**src/rtl/vwm_pkg.sv**
```systemverilog
package vwm_pkg;
  typedef enum logic [1:0] {
    REQ_RUN   = 2'b00,
    REQ_CLAMP = 2'b01,
    REQ_TRI   = 2'b10
  } vwm_req_e;

  localparam int unsigned FRAC_BITS = 10;
  // shift-term masks, bit i selects t>>i
  localparam logic [FRAC_BITS:1] MASK_FALL = 10'b0110011000; // 4,5,8,9
  localparam logic [FRAC_BITS:1] MASK_RISE = 10'b0100101000; // 4,6,9
  localparam logic [FRAC_BITS:1] MASK_OVER = 10'b1001100100; // 3,6,7,10
  localparam logic [FRAC_BITS:1] MASK_REL  = 10'b1010000100; // 3,8,10
endpackage

```
**src/rtl/vwm_ratio.sv**
```systemverilog
module vwm_ratio #(
  parameter int unsigned W = 10,
  parameter int unsigned FRAC = 10,
  parameter bit SUB = 1'b0,
  parameter logic [FRAC:1] MASK = '0
) (
  input  logic [W-1:0] tgt,
  output logic [W:0]   thr
);
  localparam int unsigned OW = W + 1;

  logic [OW-1:0] term [FRAC:1];
  logic [OW-1:0] acc;

  for (genvar i = 1; i <= FRAC; i++) begin : g_term
    if (MASK[i]) begin : g_on
      assign term[i] = OW'(tgt >> i);
    end else begin : g_off
      assign term[i] = '0;
    end
  end

  always_comb begin
    acc = '0;
    for (int k = 1; k <= FRAC; k++) begin
      acc = acc + term[k];
    end
  end

  if (SUB) begin : g_sub
    assign thr = OW'(tgt) - acc;
  end else begin : g_add
    assign thr = OW'(tgt) + acc;
  end
endmodule

```
**src/rtl/vwm_persist.sv**
```systemverilog
module vwm_persist (
  input  logic clk,
  input  logic por_n,
  input  logic smp_en,
  input  logic cond,
  output logic hit
);
  logic cmp_q, cmp_qq;
  logic cmp_d, cmp_dd;

  always_comb begin
    cmp_d  = cmp_q;
    cmp_dd = cmp_qq;
    if (smp_en) begin
      cmp_d  = cond;
      cmp_dd = cmp_q;
    end
  end

  always_ff @(posedge clk or negedge por_n) begin
    if (!por_n) begin
      cmp_q  <= 1'b0;
      cmp_qq <= 1'b0;
    end else begin
      cmp_q  <= cmp_d;
      cmp_qq <= cmp_dd;
    end
  end

  assign hit = cmp_q & cmp_qq;
endmodule

```
**src/rtl/vwm_ovctl.sv**
```systemverilog
module vwm_ovctl
  import vwm_pkg::*;
(
  input  logic       clk,
  input  logic       por_n,
  input  logic       hit_over,
  input  logic       hit_rel,
  output logic       ov_lat,
  output logic [1:0] req
);
  logic     lat_q, lat_d;
  vwm_req_e req_q, req_d;

  always_comb begin
    lat_d = lat_q;
    req_d = req_q;
    if (!lat_q) begin
      if (hit_over) begin
        lat_d = 1'b1;
        req_d = REQ_CLAMP;
      end
    end else begin
      if (hit_over) begin
        req_d = REQ_CLAMP;
      end else if (hit_rel) begin
        req_d = REQ_TRI;
      end
    end
  end

  always_ff @(posedge clk or negedge por_n) begin
    if (!por_n) begin
      lat_q <= 1'b0;
      req_q <= REQ_RUN;
    end else begin
      lat_q <= lat_d;
      req_q <= req_d;
    end
  end

  assign ov_lat = lat_q;
  assign req    = req_q;
endmodule

```
**src/rtl/vcore_window_mon.sv**
```systemverilog
module vcore_window_mon
  import vwm_pkg::*;
#(
  parameter int unsigned W = 10
) (
  input  logic         clk,
  input  logic         por_n,
  input  logic         meas_vld,
  input  logic [W-1:0] meas_code,
  input  logic [W-1:0] tgt_code,
  input  logic         ss_done,
  output logic         pwr_good,
  output logic         ov_latched,
  output logic [1:0]   pwm_req
);
  localparam int unsigned NCMP = 4;
  localparam int unsigned C_FALL = 0;
  localparam int unsigned C_RISE = 1;
  localparam int unsigned C_OVER = 2;
  localparam int unsigned C_REL  = 3;

  logic [W:0] thr_fall, thr_rise, thr_over, thr_rel;
  logic [W:0] meas_x;
  logic [NCMP-1:0] cond, hit;
  logic uv_q, uv_d;

  vwm_ratio #(.W(W), .FRAC(FRAC_BITS), .SUB(1'b1), .MASK(MASK_FALL))
    u_thr_fall (.tgt(tgt_code), .thr(thr_fall));
  vwm_ratio #(.W(W), .FRAC(FRAC_BITS), .SUB(1'b1), .MASK(MASK_RISE))
    u_thr_rise (.tgt(tgt_code), .thr(thr_rise));
  vwm_ratio #(.W(W), .FRAC(FRAC_BITS), .SUB(1'b0), .MASK(MASK_OVER))
    u_thr_over (.tgt(tgt_code), .thr(thr_over));
  vwm_ratio #(.W(W), .FRAC(FRAC_BITS), .SUB(1'b0), .MASK(MASK_REL))
    u_thr_rel  (.tgt(tgt_code), .thr(thr_rel));

  assign meas_x = {1'b0, meas_code};

  always_comb begin
    cond[C_FALL] = meas_x <  thr_fall;
    cond[C_RISE] = meas_x >= thr_rise;
    cond[C_OVER] = meas_x >  thr_over;
    cond[C_REL]  = meas_x <  thr_rel;
  end

  for (genvar c = 0; c < NCMP; c++) begin : g_pers
    vwm_persist u_pers (
      .clk   (clk),
      .por_n (por_n),
      .smp_en(meas_vld),
      .cond  (cond[c]),
      .hit   (hit[c])
    );
  end

  // under-voltage flag with rising/falling hysteresis
  always_comb begin
    uv_d = uv_q;
    if (hit[C_FALL]) begin
      uv_d = 1'b1;
    end else if (hit[C_RISE]) begin
      uv_d = 1'b0;
    end
  end

  always_ff @(posedge clk or negedge por_n) begin
    if (!por_n) begin
      uv_q <= 1'b1;
    end else begin
      uv_q <= uv_d;
    end
  end

  vwm_ovctl u_ovctl (
    .clk     (clk),
    .por_n   (por_n),
    .hit_over(hit[C_OVER]),
    .hit_rel (hit[C_REL]),
    .ov_lat  (ov_latched),
    .req     (pwm_req)
  );

  assign pwr_good = ss_done & ~uv_q & ~ov_latched;
endmodule

```
**config.mk**
```make
export PLATFORM = sky130hd
export DESIGN_NAME = vcore_window_mon
export DESIGN_NICKNAME = d
export VERILOG_FILES = /design/src/rtl/vwm_pkg.sv /design/src/rtl/vwm_ratio.sv /design/src/rtl/vwm_persist.sv /design/src/rtl/vwm_ovctl.sv /design/src/rtl/vcore_window_mon.sv
export SDC_FILE = /design/constraint.sdc
export NUM_CORES = 1
export LEC_CHECK = 0
export BUFFER_PORTS_ARGS = -buffer_cell sky130_fd_sc_hd__buf_4
export CORE_UTILIZATION = 30
export CTS_BUF_LIST = sky130_fd_sc_hd__clkbuf_8
export DETAILED_ROUTE_END_ITERATION = 10
export SYNTH_ARGS = -nofsm -noshare
export SYNTH_HDL_FRONTEND = slang
export SYNTH_SLANG_ARGS = --single-unit
```
**constraint.sdc**
```tcl
create_clock -name clk -period 0.98 [get_ports clk]
set_clock_uncertainty 0.05 [all_clocks]
set_input_delay 0.049 -clock clk [delete_from_list [all_inputs] [get_ports clk]]
set_output_delay 0.049 -clock clk [all_outputs]
set_load 0.01 [all_outputs]
```
==> impl_metrics.xml, run 1 <==
<?xml version="1.0" encoding="UTF-8"?>
<metrics>
  <group name="cts">
    <metric name="cts-buffers-inserted" unit="">3</metric>
    <metric name="cts_num_sinks" unit="">12</metric>
    <metric name="clock_tree.htree_level_count" unit="">1</metric>
    <metric name="clock_tree.root_cell" unit="">sky130_fd_sc_hd__clkbuf_8</metric>
    <metric name="clock_pin_slew_on_the_worst_setup_and_hold_paths" unit="ns">0.05</metric>
    <metric name="clkLatencyLatePin" unit="ns">0.25</metric>
    <metric name="clk_path_buf_depth" unit="">2</metric>
    <metric name="cts_tree" unit="">done</metric>
  </group>
  <group name="power_and_ir_drop">
    <metric name="total_leakage_power" unit="µW">0.00243</metric>
    <metric name="pwr_density_cell" unit="nW/µm²">1400</metric>
    <metric name="ir_drop_worst_vdd" unit="mV">1.34</metric>
  </group>
  <group name="logic_synthesis">
    <metric name="netlist_top_cells_count" unit="">sky130_fd_sc_hd__ha_1 (87), sky130_fd_sc_hd__inv_1 (47), sky130_fd_sc_hd__fa_1 (27)</metric>
    <metric name="synth.avg_cell_area" unit="µm²">9.18</metric>
    <metric name="library_cell_with_the_highest_instance_count_after_synthesis" unit="">sky130_fd_sc_hd__ha_1</metric>
    <metric name="synth.ff_latch_count" unit="">12</metric>
    <metric name="synth_seq_area_share" unit="%">8.62</metric>
    <metric name="synthTopCellsByArea" unit="">sky130_fd_sc_hd__ha_1 (31%), sky130_fd_sc_hd__fa_1 (15%), sky130_fd_sc_hd__dfrtp_1 (7.9%)</metric>
    <metric name="asyncSetResetFlopFracSynth" unit="%">100</metric>
    <metric name="synth_top_area_share" unit="%">31.1</metric>
    <metric name="synthesis.instances" unit="">381</metric>
    <metric name="ys_types" unit="">55</metric>
    <metric name="count_of_flip_flops_with_a_built_in_enable_after_synthesis" unit="">0</metric>
    <metric name="ys_dominant_reg_cell" unit="">sky130_fd_sc_hd__dfrtp_1</metric>
    <metric name="synth_nets" unit="">519</metric>
    <metric name="syn_area" unit="µm²">3500</metric>
    <metric name="synth-warning-count" unit="">0</metric>
    <metric name="yosys.area.top_type" unit="">sky130_fd_sc_hd__ha_1</metric>
  </group>
  <group name="global_routing">
    <metric name="grt_overflow_total" unit="">0</metric>
    <metric name="grt.met3_usage" unit="%">0.474</metric>
    <metric name="grtUsageMet1" unit="%">22.3</metric>
    <metric name="grt_start_max_net_pins" unit="">15</metric>
    <metric name="global_route.usage.total" unit="%">17.2</metric>
    <metric name="grt_antenna_before_repair" unit="">0</metric>
    <metric name="grt_first_pass_wirelength" unit="mm">15.9</metric>
    <metric name="gr-usage-met2" unit="%">29.7</metric>
    <metric name="vias_in_the_first_global_route" unit="">3377</metric>
    <metric name="gr-max-usage-layer" unit="">met2</metric>
  </group>
  <group name="worst_setup_path">
    <metric name="worstSetupStartpointType" unit="">input port</metric>
    <metric name="peak_per_stage_delay_on_the_critical_path" unit="ns">0.56</metric>
    <metric name="critical_path.cell_chain" unit="">buf_8 &gt; fa_2 &gt; fa_1 &gt; fa_1 &gt; inv_1 &gt; ha_2 &gt; o211ai_1 &gt; a21boi_2 &gt; o31a_4 &gt; a21o_1 &gt; ha_1 &gt; and4_1 &gt; o211ai_1 &gt; a31oi_1 &gt; o21ai_1</metric>
    <metric name="timing.critical_path.required" unit="ns">1.06</metric>
    <metric name="timing_worst_setup_path_type" unit="">in2reg</metric>
    <metric name="worstPathArrival" unit="ns">3.62</metric>
    <metric name="slowest_stage" unit="">sky130_fd_sc_hd__fa_2</metric>
    <metric name="setup.worst_path.end_class" unit="">flop</metric>
    <metric name="path_max_fanout" unit="">4</metric>
  </group>
  <group name="sta">
    <metric name="maxSlewViolCount" unit="">0</metric>
    <metric name="hold_viol" unit="">0</metric>
    <metric name="worst_hold_slack" unit="ns">0.0825</metric>
    <metric name="worst-slew-pin-transition" unit="ns">0.380</metric>
    <metric name="clock.fmax" unit="MHz">282</metric>
    <metric name="final-setup-viol-count" unit="">6</metric>
    <metric name="finalCriticalPeriod" unit="ns">3.54</metric>
    <metric name="timing.setup.tns" unit="ns">-9.35</metric>
    <metric name="rsz0062_at_grt" unit="">yes</metric>
    <metric name="fin_ws" unit="ns">-2.56</metric>
    <metric name="post-route-period-util" unit="%">362</metric>
    <metric name="max-slew-margin-rel" unit="%">74.4</metric>
  </group>
  <group name="drt">
    <metric name="route.vias.total" unit="">3286</metric>
    <metric name="post_drt_via_cell_ratio" unit="">4.98</metric>
    <metric name="drt_iter0_markers" unit="">122</metric>
    <metric name="ant_nets" unit="">0</metric>
    <metric name="total_length_of_routed_wires" unit="mm">9.84</metric>
    <metric name="drtPass1Iterations" unit="">4</metric>
    <metric name="drc" unit="">0</metric>
    <metric name="avgRoutedWirePerCell" unit="µm">14.9</metric>
  </group>
  <group name="run">
    <metric name="cap_violations" unit="">0</metric>
  </group>
  <group name="cells_and_area">
    <metric name="final_layout_size_suffix_gt1_share" unit="%">36.4</metric>
    <metric name="synthToLayoutAreaGrowth" unit="%">40.5</metric>
    <metric name="final-seq-area" unit="µm²">302</metric>
    <metric name="design.final.nets" unit="">656</metric>
    <metric name="antenna_cell_count" unit="">0</metric>
    <metric name="fill_cells" unit="">1108</metric>
    <metric name="instances_no_fill" unit="">660</metric>
    <metric name="multi_input_combinational_cell_area" unit="µm²">3130</metric>
  </group>
  <group name="floorplan">
    <metric name="row_count" unit="">39</metric>
    <metric name="core" unit="µm²">11400</metric>
    <metric name="io_pins" unit="">28</metric>
    <metric name="die_w" unit="µm">110</metric>
    <metric name="dieHeight" unit="µm">110</metric>
    <metric name="initial_utilization" unit="%">30.8</metric>
    <metric name="die_area" unit="µm²">12100</metric>
  </group>
  <group name="worst_hold_path">
    <metric name="hold_path.class" unit="">in2reg</metric>
  </group>
  <group name="placed_design">
    <metric name="hpwlAfterDp" unit="mm">8.51</metric>
    <metric name="port-buffer-count" unit="">27</metric>
    <metric name="post-place-cells" unit="">647</metric>
    <metric name="place.gp.congestion" unit="">0.871</metric>
  </group>
  <group name="outcome">
    <metric name="status" unit="">finished with violations</metric>
    <metric name="violations_in_the_final_reports" unit="">setup timing</metric>
  </group>
</metrics>
layer usage:
layer  wire length (µm)  vias up
li1                   -     1635
met1               4660     1574
met2               4620       51
met3                169       26
met4                398        0
met5                  0        -
cells by family (layout without fill, tap and decap cells):
kind of cell,Yosys count,after routing,share of synthesized area (%)
AO/OA/AOI/OAI,95,95,19.5
XOR/XNOR,24,24,6.01
adder cells (fa/ha/maj),114,114,46.6
buffers and inverters,50,186,5.37
flip-flops,12,12,8.62
multiplexers,5,5,1.57
AND/OR/NAND/NOR,81,81,12.3
sequential cells by signal (all words and copies together) (netlist names):
| name | count |
|---|---|
| u_ovctl.req | 2 |
| g_pers.u_pers.cmp_qq | 4 |
| g_pers.u_pers.cmp_q | 4 |
| u_ovctl.ov_lat | 1 |
| uv_q | 1 |
per-stage QoR:
step / cell area, µm² / setup WS, ns / power [µW] / utilization, %
after global routing: 4910 / -2.71 / 7620 / 43.2
final: 4910 / -2.56 / 6870 / 43.2
after floorplan: 3560 / -2.50 / 4050 / -
after detailed placement: 4690 / -2.84 / 5950 / 41.3
after CTS: 4870 / -2.49 / 6740 / 42.8
after global placement: 4690 / -2.75 / 5810 / 41.3
area by class of cell:
type	count	area share, %
multi-input combinational	319	63.7
timing repair buffer	135	21.6
sequential	12	6.14
inverter	47	3.74
tap	143	3.64
clock buffer	4	1.12
critical path, delay by kind of cell:
kind,cells,cell delay [ns]
adders and majority gates,5,1.93
AOI/OAI and AO/OA,7,1.28
and+or+nand+nor,1,0.20
buffers and inverters,2,0.15
where the power goes:
group	internal (µW)	total [µW]	switching (µW)
combinational	2890	5540	2650
sequential	671	788	117
clock	356	548	192
total	3910	6870	2960
timing repair:
| item | in CTS | in global routing |
|---|---|---|
| endpoints found under the hold margin | 12 | 0 |
| buffers inserted | 6 | 2 |
| setup endpoints to repair | 5 | 6 |
| gates resized for setup | 20 | 13 |
| hold buffers | 1 | 0 |
| pin swaps | 14 | 15 |
layout by cell type (no fill, tap or decap), types with 10 or more instances in the layout:
master / count
sky130_fd_sc_hd__buf_4: 125
sky130_fd_sc_hd__ha_1: 82
sky130_fd_sc_hd__inv_1: 42
sky130_fd_sc_hd__fa_1: 18
sky130_fd_sc_hd__nand2_1: 17
sky130_fd_sc_hd__nor2_1: 15
sky130_fd_sc_hd__xnor2_1: 14
sky130_fd_sc_hd__a21o_1: 12
sky130_fd_sc_hd__a21oi_1: 12
sky130_fd_sc_hd__dfrtp_1: 11
sky130_fd_sc_hd__o21ai_0: 10
sky130_fd_sc_hd__xor2_1: 10
path summary, 6_finish.rpt:
kind / start / endpoint / slack, ns / depth (start not counted)
max: tgt_code[5] / g_pers[0].u_pers.cmp_q / -2.56 / 15
min: meas_vld / g_pers[3].u_pers.cmp_q / 0.08 / 2
max reg2reg: g_pers[0].u_pers.cmp_q / g_pers[0].u_pers.cmp_q / 0.04 / 3
min reg2reg: g_pers[2].u_pers.cmp_qq / u_ovctl.req[1] / 0.45 / 1
max in group asynchronous: por_n / uv_q / 0.53 / 2
min in group asynchronous: por_n / g_pers[2].u_pers.cmp_q / 0.13 / 2
Note: power is estimated with default switching activity, not from simulation.
==> run 2, diff against run 1 <==
--- a/config.mk
+++ b/config.mk
@@ -5,7 +5,9 @@
 export SDC_FILE = /design/constraint.sdc
 export NUM_CORES = 1
 export LEC_CHECK = 0
+export ABC_AREA = 1
 export BUFFER_PORTS_ARGS = -buffer_cell sky130_fd_sc_hd__buf_4
+export CORE_ASPECT_RATIO = 1.4
 export CORE_UTILIZATION = 30
 export CTS_BUF_LIST = sky130_fd_sc_hd__clkbuf_8
 export DETAILED_ROUTE_END_ITERATION = 10
==> run 2 against run 1 <==
  * The flow still finishes with violations (setup timing)
  * Clock power is 19% lower
  * First-iteration DRC count is 18% lower
  * Critical path depth up 6
  * Critical path type unchanged
  * Critical endpoint unchanged
  * Largest cell class unchanged
  * Largest power group unchanged
  * Highest routed layer unchanged
==> impl_metrics.xml, run 2 <==
<?xml version="1.0" encoding="UTF-8"?>
<metrics>
  <group name="cells_and_area">
    <metric name="post_route_standard_cell_area_excluding_fillers" unit="µm²">4830</metric>
    <metric name="design.final.nets" unit="">727</metric>
    <metric name="final_layout_size_suffix_gt1_share" unit="%">28.7</metric>
    <metric name="final_core_util" unit="%">42.4</metric>
    <metric name="mostFrequentLayoutCells" unit="">sky130_fd_sc_hd__nand2_1 (109), sky130_fd_sc_hd__buf_4 (108), sky130_fd_sc_hd__ha_1 (83)</metric>
    <metric name="synthToLayoutAreaGrowth" unit="%">36.1</metric>
    <metric name="antenna_cell_count" unit="">0</metric>
    <metric name="final_common_cell" unit="">sky130_fd_sc_hd__nand2_1</metric>
  </group>
  <group name="sta">
    <metric name="rsz0062_at_grt" unit="">yes</metric>
    <metric name="max-slew-margin-rel" unit="%">82.8</metric>
    <metric name="clock.fmax" unit="MHz">310</metric>
    <metric name="worst-slew-pin-transition" unit="ns">0.257</metric>
    <metric name="timing.setup.tns" unit="ns">-8.09</metric>
    <metric name="maxSlewViolCount" unit="">0</metric>
    <metric name="final-setup-viol-count" unit="">5</metric>
    <metric name="post-route-period-util" unit="%">329</metric>
    <metric name="hold_viol" unit="">0</metric>
    <metric name="finalCriticalPeriod" unit="ns">3.23</metric>
    <metric name="fin_ws" unit="ns">-2.25</metric>
  </group>
  <group name="drt">
    <metric name="drt_iter0_markers" unit="">100</metric>
    <metric name="avgRoutedWirePerCell" unit="µm">12.6</metric>
    <metric name="drc" unit="">0</metric>
    <metric name="route.vias.total" unit="">3314</metric>
    <metric name="drtPass1Iterations" unit="">4</metric>
    <metric name="ant_nets" unit="">0</metric>
    <metric name="total_length_of_routed_wires" unit="mm">9.26</metric>
    <metric name="post_drt_via_cell_ratio" unit="">4.53</metric>
  </group>
  <group name="worst_setup_path">
    <metric name="slowest_stage" unit="">sky130_fd_sc_hd__fa_1</metric>
    <metric name="timing_worst_setup_path_type" unit="">in2reg</metric>
    <metric name="setup.worst_path.start" unit="">tgt_code[5]</metric>
    <metric name="timing.critical_path.required" unit="ns">1.10</metric>
    <metric name="critical_path.cell_chain" unit="">buf_6 &gt; fa_2 &gt; fa_1 &gt; inv_1 &gt; fa_1 &gt; inv_2 &gt; fa_2 &gt; nand3b_1 &gt; nor2_1 &gt; nor2_1 &gt; xor2_1 &gt; ha_1 &gt; nand2_1 &gt; inv_1 &gt; a21oi_2 &gt; nand2_1 &gt; nand2_1 &gt; nand2_1 &gt; nand2_1 &gt; nand2_1 &gt; a21oi_2</metric>
    <metric name="worstSetupStartpointType" unit="">input port</metric>
    <metric name="worstPathArrival" unit="ns">3.35</metric>
    <metric name="path_max_fanout" unit="">2</metric>
    <metric name="peak_per_stage_delay_on_the_critical_path" unit="ns">0.52</metric>
    <metric name="regToRegStartpoint" unit="">u_ovctl.ov_lat</metric>
    <metric name="timing.reg2reg.setup_slack" unit="ns">0.10</metric>
    <metric name="setup.worst_path.end_class" unit="">flop</metric>
    <metric name="critPathCapture" unit="">g_pers[0].u_pers.cmp_q</metric>
    <metric name="critical_path.most_common_cell" unit="">sky130_fd_sc_hd__nand2_1</metric>
    <metric name="timing.rr.end" unit="">u_ovctl.req[0]</metric>
    <metric name="ff2ff_path_depth" unit="">3</metric>
  </group>
  <group name="floorplan">
    <metric name="dieHeight" unit="µm">131</metric>
    <metric name="die_area" unit="µm²">12300</metric>
    <metric name="core" unit="µm²">11400</metric>
    <metric name="die_w" unit="µm">93.9</metric>
    <metric name="row_count" unit="">46</metric>
    <metric name="io_pins" unit="">28</metric>
    <metric name="initial_utilization" unit="%">31.1</metric>
  </group>
  <group name="logic_synthesis">
    <metric name="synthTopCellsByArea" unit="">sky130_fd_sc_hd__ha_1 (31%), sky130_fd_sc_hd__fa_1 (15%), sky130_fd_sc_hd__nand2_1 (12%)</metric>
    <metric name="asyncSetResetFlopFracSynth" unit="%">100</metric>
    <metric name="library_cell_with_the_highest_instance_count_after_synthesis" unit="">sky130_fd_sc_hd__nand2_1</metric>
    <metric name="synth.ff_latch_count" unit="">12</metric>
    <metric name="ys_types" unit="">30</metric>
    <metric name="syn_area" unit="µm²">3550</metric>
    <metric name="yosys.area.top_type" unit="">sky130_fd_sc_hd__ha_1</metric>
    <metric name="synth_seq_area_share" unit="%">8.50</metric>
    <metric name="synth_top_area_share" unit="%">30.7</metric>
    <metric name="count_of_flip_flops_with_a_built_in_enable_after_synthesis" unit="">0</metric>
    <metric name="ys_dominant_reg_cell" unit="">sky130_fd_sc_hd__dfrtp_1</metric>
    <metric name="synth_nets" unit="">604</metric>
    <metric name="synth-warning-count" unit="">0</metric>
    <metric name="synthesis.instances" unit="">466</metric>
    <metric name="synth.avg_cell_area" unit="µm²">7.61</metric>
    <metric name="netlist_top_cells_count" unit="">sky130_fd_sc_hd__nand2_1 (109), sky130_fd_sc_hd__inv_1 (88), sky130_fd_sc_hd__ha_1 (87)</metric>
  </group>
  <group name="cts">
    <metric name="clock_tree.root_cell" unit="">sky130_fd_sc_hd__clkbuf_8</metric>
    <metric name="clock_pin_slew_on_the_worst_setup_and_hold_paths" unit="ns">0.05</metric>
    <metric name="cts_num_sinks" unit="">12</metric>
    <metric name="cts-buffers-inserted" unit="">3</metric>
    <metric name="cts_tree" unit="">done</metric>
    <metric name="clkLatencyLatePin" unit="ns">0.24</metric>
    <metric name="clk_path_buf_depth" unit="">2</metric>
    <metric name="clock_tree.htree_level_count" unit="">1</metric>
  </group>
  <group name="global_routing">
    <metric name="grt_overflow_total" unit="">0</metric>
    <metric name="global_route.usage.total" unit="%">16.9</metric>
    <metric name="grt_antenna_before_repair" unit="">0</metric>
    <metric name="grt_first_pass_wirelength" unit="mm">16.1</metric>
    <metric name="grt_start_max_net_pins" unit="">13</metric>
    <metric name="vias_in_the_first_global_route" unit="">3540</metric>
  </group>
  <group name="power_and_ir_drop">
    <metric name="pwr_density_cell" unit="nW/µm²">1330</metric>
    <metric name="total_leakage_power" unit="µW">0.00265</metric>
    <metric name="ir_drop_worst_vdd" unit="mV">0.671</metric>
  </group>
  <group name="run">
    <metric name="cap_violations" unit="">0</metric>
  </group>
  <group name="placed_design">
    <metric name="place.gp.congestion" unit="">0.881</metric>
    <metric name="port-buffer-count" unit="">27</metric>
    <metric name="placed_cell_area" unit="µm²">4650</metric>
    <metric name="pre_cts_ws" unit="ns">-2.64</metric>
    <metric name="hpwlAfterDp" unit="mm">8.39</metric>
  </group>
  <group name="outcome">
    <metric name="violations_in_the_final_reports" unit="">setup timing</metric>
    <metric name="status" unit="">finished with violations</metric>
  </group>
  <group name="worst_hold_path">
    <metric name="hold_path.class" unit="">in2reg</metric>
  </group>
</metrics>
-- run 2: kinds of logic after synthesis --
kind of cell | Yosys count | synth area share (%)
AOI/OAI and AO/OA | 58 | 9.77
DFF | 12 | 8.50
buffers and inverters | 91 | 9.66
adders and majority gates | 114 | 45.9
and+or+nand+nor | 161 | 18.7
xor gates and xnor gates | 30 | 7.41
-- run 2: stage by stage --
stage	instances	power, µW	hold WS (ns)
6_report	732	6420	0.0590
4_1_cts	732	6430	0.0641
2_1_floorplan	466	3920	-0.297
3_3_place_gp	726	5590	-0.157
3_5_place_dp	726	5780	-0.155
5_1_grt	732	7300	0.0811
-- run 2: report_power, final --
group	leakage (µW)	internal, µW	switching, µW
clock network	0.0000269	275	169
registers	0.000138	644	86.7
logic	0.00248	2540	2710
-- run 2: repair_timing --
action | CTS | global route
resized for setup | 29 | 7
hold buffers | 1 | 0
hold endpoints to repair | 12 | 0
pin swaps | 26 | 5
setup endpoints to repair | 5 | 5
buffers inserted | 1 | 0
-- run 2: final cells by class --
cell class | instances | area, µm²
clock inverter | 1 | 3.75
multi-input combinational | 363 | 3020
tap | 144 | 180
sequential | 12 | 302
timing repair buffer | 119 | 933
inverter | 90 | 348
clock buffer | 3 | 41.3
fill | 1192 | 6570
-- run 2: how the worst min path moves through the flow --
stage,depth (start not counted),slack (ns),startpoint,end
2_1_floorplan,0,-0.30,por_n,g_pers[0].u_pers.cmp_q
3_3_place_gp,1,-0.16,por_n,u_ovctl.req[1]
3_5_place_dp,1,-0.15,por_n,u_ovctl.req[1]
4_1_cts,3,0.06,meas_vld,g_pers[3].u_pers.cmp_qq
5_1_grt,3,0.08,meas_vld,g_pers[0].u_pers.cmp_qq
6_report,3,0.06,meas_vld,g_pers[3].u_pers.cmp_qq
-- run 2: critical path: cells and delay by family --
family / cells / cell delay (ns)
buf+inv: 4 / 0.25
compound gates: 2 / 0.21
simple gates: 9 / 0.69
fa+ha+maj: 5 / 2.00
xor+xnor: 1 / 0.14
-- run 2: per-layer routing --
metal / up-vias / global-route usage [%] / part of all wire (%)
met2: 48 / 32.5 / 53
met4: 0 / 6.43 / 3.7
met3: 23 / 0.984 / 1.9
met5: - / 0 / 0
met1: 1510 / 19.2 / 42
li1: 1733 / - / -
==> run 3, diff against run 2 <==
==> constraint.sdc (replaced) <==
create_clock -name clk -period 0.98 [get_ports clk]
set_clock_uncertainty 0.05 [all_clocks]
set_input_delay 0.049 -clock clk [delete_from_list [all_inputs] [get_ports clk]]
set_output_delay 0.049 -clock clk [all_outputs]
set_load 0.05 [all_outputs]
==> run 3 against run 2 <==
  * The run still ends with setup timing left
  * Sequential power about the same
  * Utilization rose by 0.76 points
  * Non-clock buffer count rose by 2
  * Critical path type unchanged
==> impl_metrics.xml, run 3 (synthesized netlist as in run 2, its figures left out) <==
<?xml version="1.0" encoding="UTF-8"?>
<metrics>
  <group name="floorplan">
    <metric name="die_area" unit="µm²">12300</metric>
    <metric name="initial_utilization" unit="%">31.1</metric>
    <metric name="row_count" unit="">46</metric>
    <metric name="io_pins" unit="">28</metric>
    <metric name="core" unit="µm²">11400</metric>
    <metric name="dieHeight" unit="µm">131</metric>
    <metric name="die_w" unit="µm">93.9</metric>
  </group>
  <group name="cells_and_area">
    <metric name="design.final.nets" unit="">729</metric>
    <metric name="final_common_cell" unit="">sky130_fd_sc_hd__buf_4</metric>
    <metric name="mostFrequentLayoutCells" unit="">sky130_fd_sc_hd__buf_4 (109), sky130_fd_sc_hd__nand2_1 (107), sky130_fd_sc_hd__ha_1 (81)</metric>
    <metric name="antenna_cell_count" unit="">0</metric>
    <metric name="final_layout_size_suffix_gt1_share" unit="%">29.7</metric>
    <metric name="instances_no_fill" unit="">734</metric>
    <metric name="synthToLayoutAreaGrowth" unit="%">38.6</metric>
  </group>
  <group name="drt">
    <metric name="post_drt_via_cell_ratio" unit="">4.55</metric>
    <metric name="avgRoutedWirePerCell" unit="µm">13.0</metric>
    <metric name="drt_iter0_markers" unit="">83</metric>
    <metric name="drc" unit="">0</metric>
    <metric name="total_length_of_routed_wires" unit="mm">9.51</metric>
    <metric name="drtPass1Iterations" unit="">6</metric>
    <metric name="route.vias.total" unit="">3337</metric>
    <metric name="ant_nets" unit="">0</metric>
  </group>
  <group name="worst_setup_path">
    <metric name="timing_worst_setup_path_type" unit="">in2reg</metric>
    <metric name="timing.rr.end" unit="">u_ovctl.req[1]</metric>
    <metric name="worstPathArrival" unit="ns">3.37</metric>
    <metric name="timing.reg2reg.setup_slack" unit="ns">0.03</metric>
    <metric name="timing.critical_path.required" unit="ns">1.10</metric>
    <metric name="slowest_stage" unit="">sky130_fd_sc_hd__fa_1</metric>
    <metric name="critical_path.cell_chain" unit="">buf_8 &gt; fa_2 &gt; fa_1 &gt; inv_1 &gt; fa_1 &gt; inv_1 &gt; fa_2 &gt; nand3b_1 &gt; nor2_1 &gt; nor2_1 &gt; xor2_1 &gt; ha_1 &gt; nand2_1 &gt; inv_1 &gt; a21oi_2 &gt; nand2_1 &gt; nand2_1 &gt; nand2_1 &gt; nand2_1 &gt; nand2_1 &gt; a21oi_2</metric>
    <metric name="ff2ff_path_depth" unit="">4</metric>
    <metric name="setup.worst_path.end_class" unit="">flop</metric>
    <metric name="regToRegStartpoint" unit="">u_ovctl.ov_lat</metric>
    <metric name="path_max_fanout" unit="">2</metric>
    <metric name="worstSetupStartpointType" unit="">input port</metric>
    <metric name="peak_per_stage_delay_on_the_critical_path" unit="ns">0.51</metric>
    <metric name="critical_path.most_common_cell" unit="">sky130_fd_sc_hd__nand2_1</metric>
  </group>
  <group name="sta">
    <metric name="final-setup-viol-count" unit="">6</metric>
    <metric name="clock.fmax" unit="MHz">308</metric>
    <metric name="rsz0062_at_grt" unit="">yes</metric>
    <metric name="hold_viol" unit="">0</metric>
    <metric name="max-slew-margin-rel" unit="%">83.0</metric>
    <metric name="worst_hold_slack" unit="ns">0.0655</metric>
    <metric name="fin_ws" unit="ns">-2.27</metric>
    <metric name="timing.setup.tns" unit="ns">-8.24</metric>
    <metric name="post-route-period-util" unit="%">332</metric>
    <metric name="finalCriticalPeriod" unit="ns">3.25</metric>
    <metric name="maxSlewViolCount" unit="">0</metric>
    <metric name="worst-slew-pin-transition" unit="ns">0.255</metric>
  </group>
  <group name="power_and_ir_drop">
    <metric name="pwr_density_cell" unit="nW/µm²">1380</metric>
    <metric name="power.total" unit="µW">6790</metric>
    <metric name="total_leakage_power" unit="µW">0.00268</metric>
    <metric name="ir_drop_worst_vdd" unit="mV">0.610</metric>
  </group>
  <group name="cts">
    <metric name="clock_pin_slew_on_the_worst_setup_and_hold_paths" unit="ns">0.05</metric>
    <metric name="clock_tree.htree_level_count" unit="">1</metric>
    <metric name="clkLatencyLatePin" unit="ns">0.24</metric>
    <metric name="cts-buffers-inserted" unit="">3</metric>
    <metric name="clock_tree.root_cell" unit="">sky130_fd_sc_hd__clkbuf_8</metric>
    <metric name="clk_path_buf_depth" unit="">2</metric>
    <metric name="cts_tree" unit="">done</metric>
    <metric name="cts_num_sinks" unit="">12</metric>
  </group>
  <group name="placed_design">
    <metric name="post-place-cells" unit="">725</metric>
    <metric name="place.gp.congestion" unit="">0.891</metric>
    <metric name="port-buffer-count" unit="">27</metric>
    <metric name="hpwlAfterDp" unit="mm">8.38</metric>
  </group>
  <group name="run">
    <metric name="cap_violations" unit="">0</metric>
  </group>
  <group name="outcome">
    <metric name="violations_in_the_final_reports" unit="">setup timing</metric>
    <metric name="status" unit="">finished with violations</metric>
  </group>
  <group name="global_routing">
    <metric name="grt_antenna_before_repair" unit="">0</metric>
    <metric name="grt_first_pass_wirelength" unit="mm">15.8</metric>
    <metric name="vias_in_the_first_global_route" unit="">3474</metric>
    <metric name="grt_overflow_total" unit="">0</metric>
    <metric name="grt_start_max_net_pins" unit="">13</metric>
    <metric name="global_route.usage.total" unit="%">16.6</metric>
  </group>
  <group name="worst_hold_path">
    <metric name="min-delay-start" unit="">meas_vld</metric>
    <metric name="hold_path.class" unit="">in2reg</metric>
    <metric name="min_path_cells" unit="">3</metric>
    <metric name="hold_path_end" unit="">g_pers[0].u_pers.cmp_qq</metric>
  </group>
</metrics>
-- run 3: cell types whose count changed in the layout (fill, tap and decap cells not counted), sizes merged --
cell	previous run	this run
buf	118	120
clkbuf	3	4
inv	88	87
-- run 3: timing repair --
action / in CTS / in global routing
endpoints found under the setup margin: 5 / 7
endpoints found under the hold margin: 12 / 0
hold buffers: 1 / 0
pin swaps: 21 / 9
resized for setup: 27 / 16
buffers inserted: 2 / 2
-- run 3: area by class of cell --
cell class | count | area, µm²
fill | 1193 | 6480
clock buffer | 4 | 55.1
inverter | 90 | 348
timing repair buffer | 121 | 967
sequential | 12 | 303
tap | 144 | 180
multi-input combinational | 363 | 3060
-- run 3: worst max path at each step --
stage | from | end | slack, ns | cells after the start
after detailed placement | tgt_code[5] | g_pers[0].u_pers.cmp_q | -2.63 | 21
final | tgt_code[8] | g_pers[0].u_pers.cmp_q | -2.27 | 21
after floorplan | tgt_code[5] | g_pers[0].u_pers.cmp_q | -2.32 | 20
after global placement | tgt_code[5] | g_pers[0].u_pers.cmp_q | -2.59 | 21
after global routing | tgt_code[8] | g_pers[0].u_pers.cmp_q | -2.49 | 21
after CTS | tgt_code[8] | g_pers[0].u_pers.cmp_q | -2.28 | 21
-- run 3: report_power, final --
| group | leakage (µW) | internal [µW] | total [µW] | switching (µW) |
|---|---|---|---|---|
| clock | 0.0000288 | 355 | 534 | 179 |
| combinational | 0.00251 | 2600 | 5520 | 2920 |
| sequential | 0.000137 | 645 | 732 | 87.3 |
| total | 0.00268 | 3600 | 6790 | 3190 |
-- run 3: metal layers --
metal  global-route usage, %  up-vias  wire [µm]
met2                    30.5       73       4780
met1                    18.1     1487       3910
met5                       0        -          0
met4                    10.7        0        570
li1                        -     1739          -
met3                    1.27       38        247
-- run 3: critical path: cells and delay by family --
family / cells / cell delay (ns)
AND/OR/NAND/NOR: 9 / 0.70
XOR/XNOR: 1 / 0.14
AO/OA/AOI/OAI: 2 / 0.21
adder cells (fa/ha/maj): 5 / 2.00
buffers and inverters: 4 / 0.26
-- run 3: metrics by stage --
step,worst slack [ns],util [%],cell area (µm²)
after floorplan,-2.32,-,3610
after global placement,-2.59,40.8,4650
after detailed placement,-2.63,40.8,4650
after CTS,-2.28,42.4,4840
after global routing,-2.49,43.1,4910
final,-2.27,43.1,4910
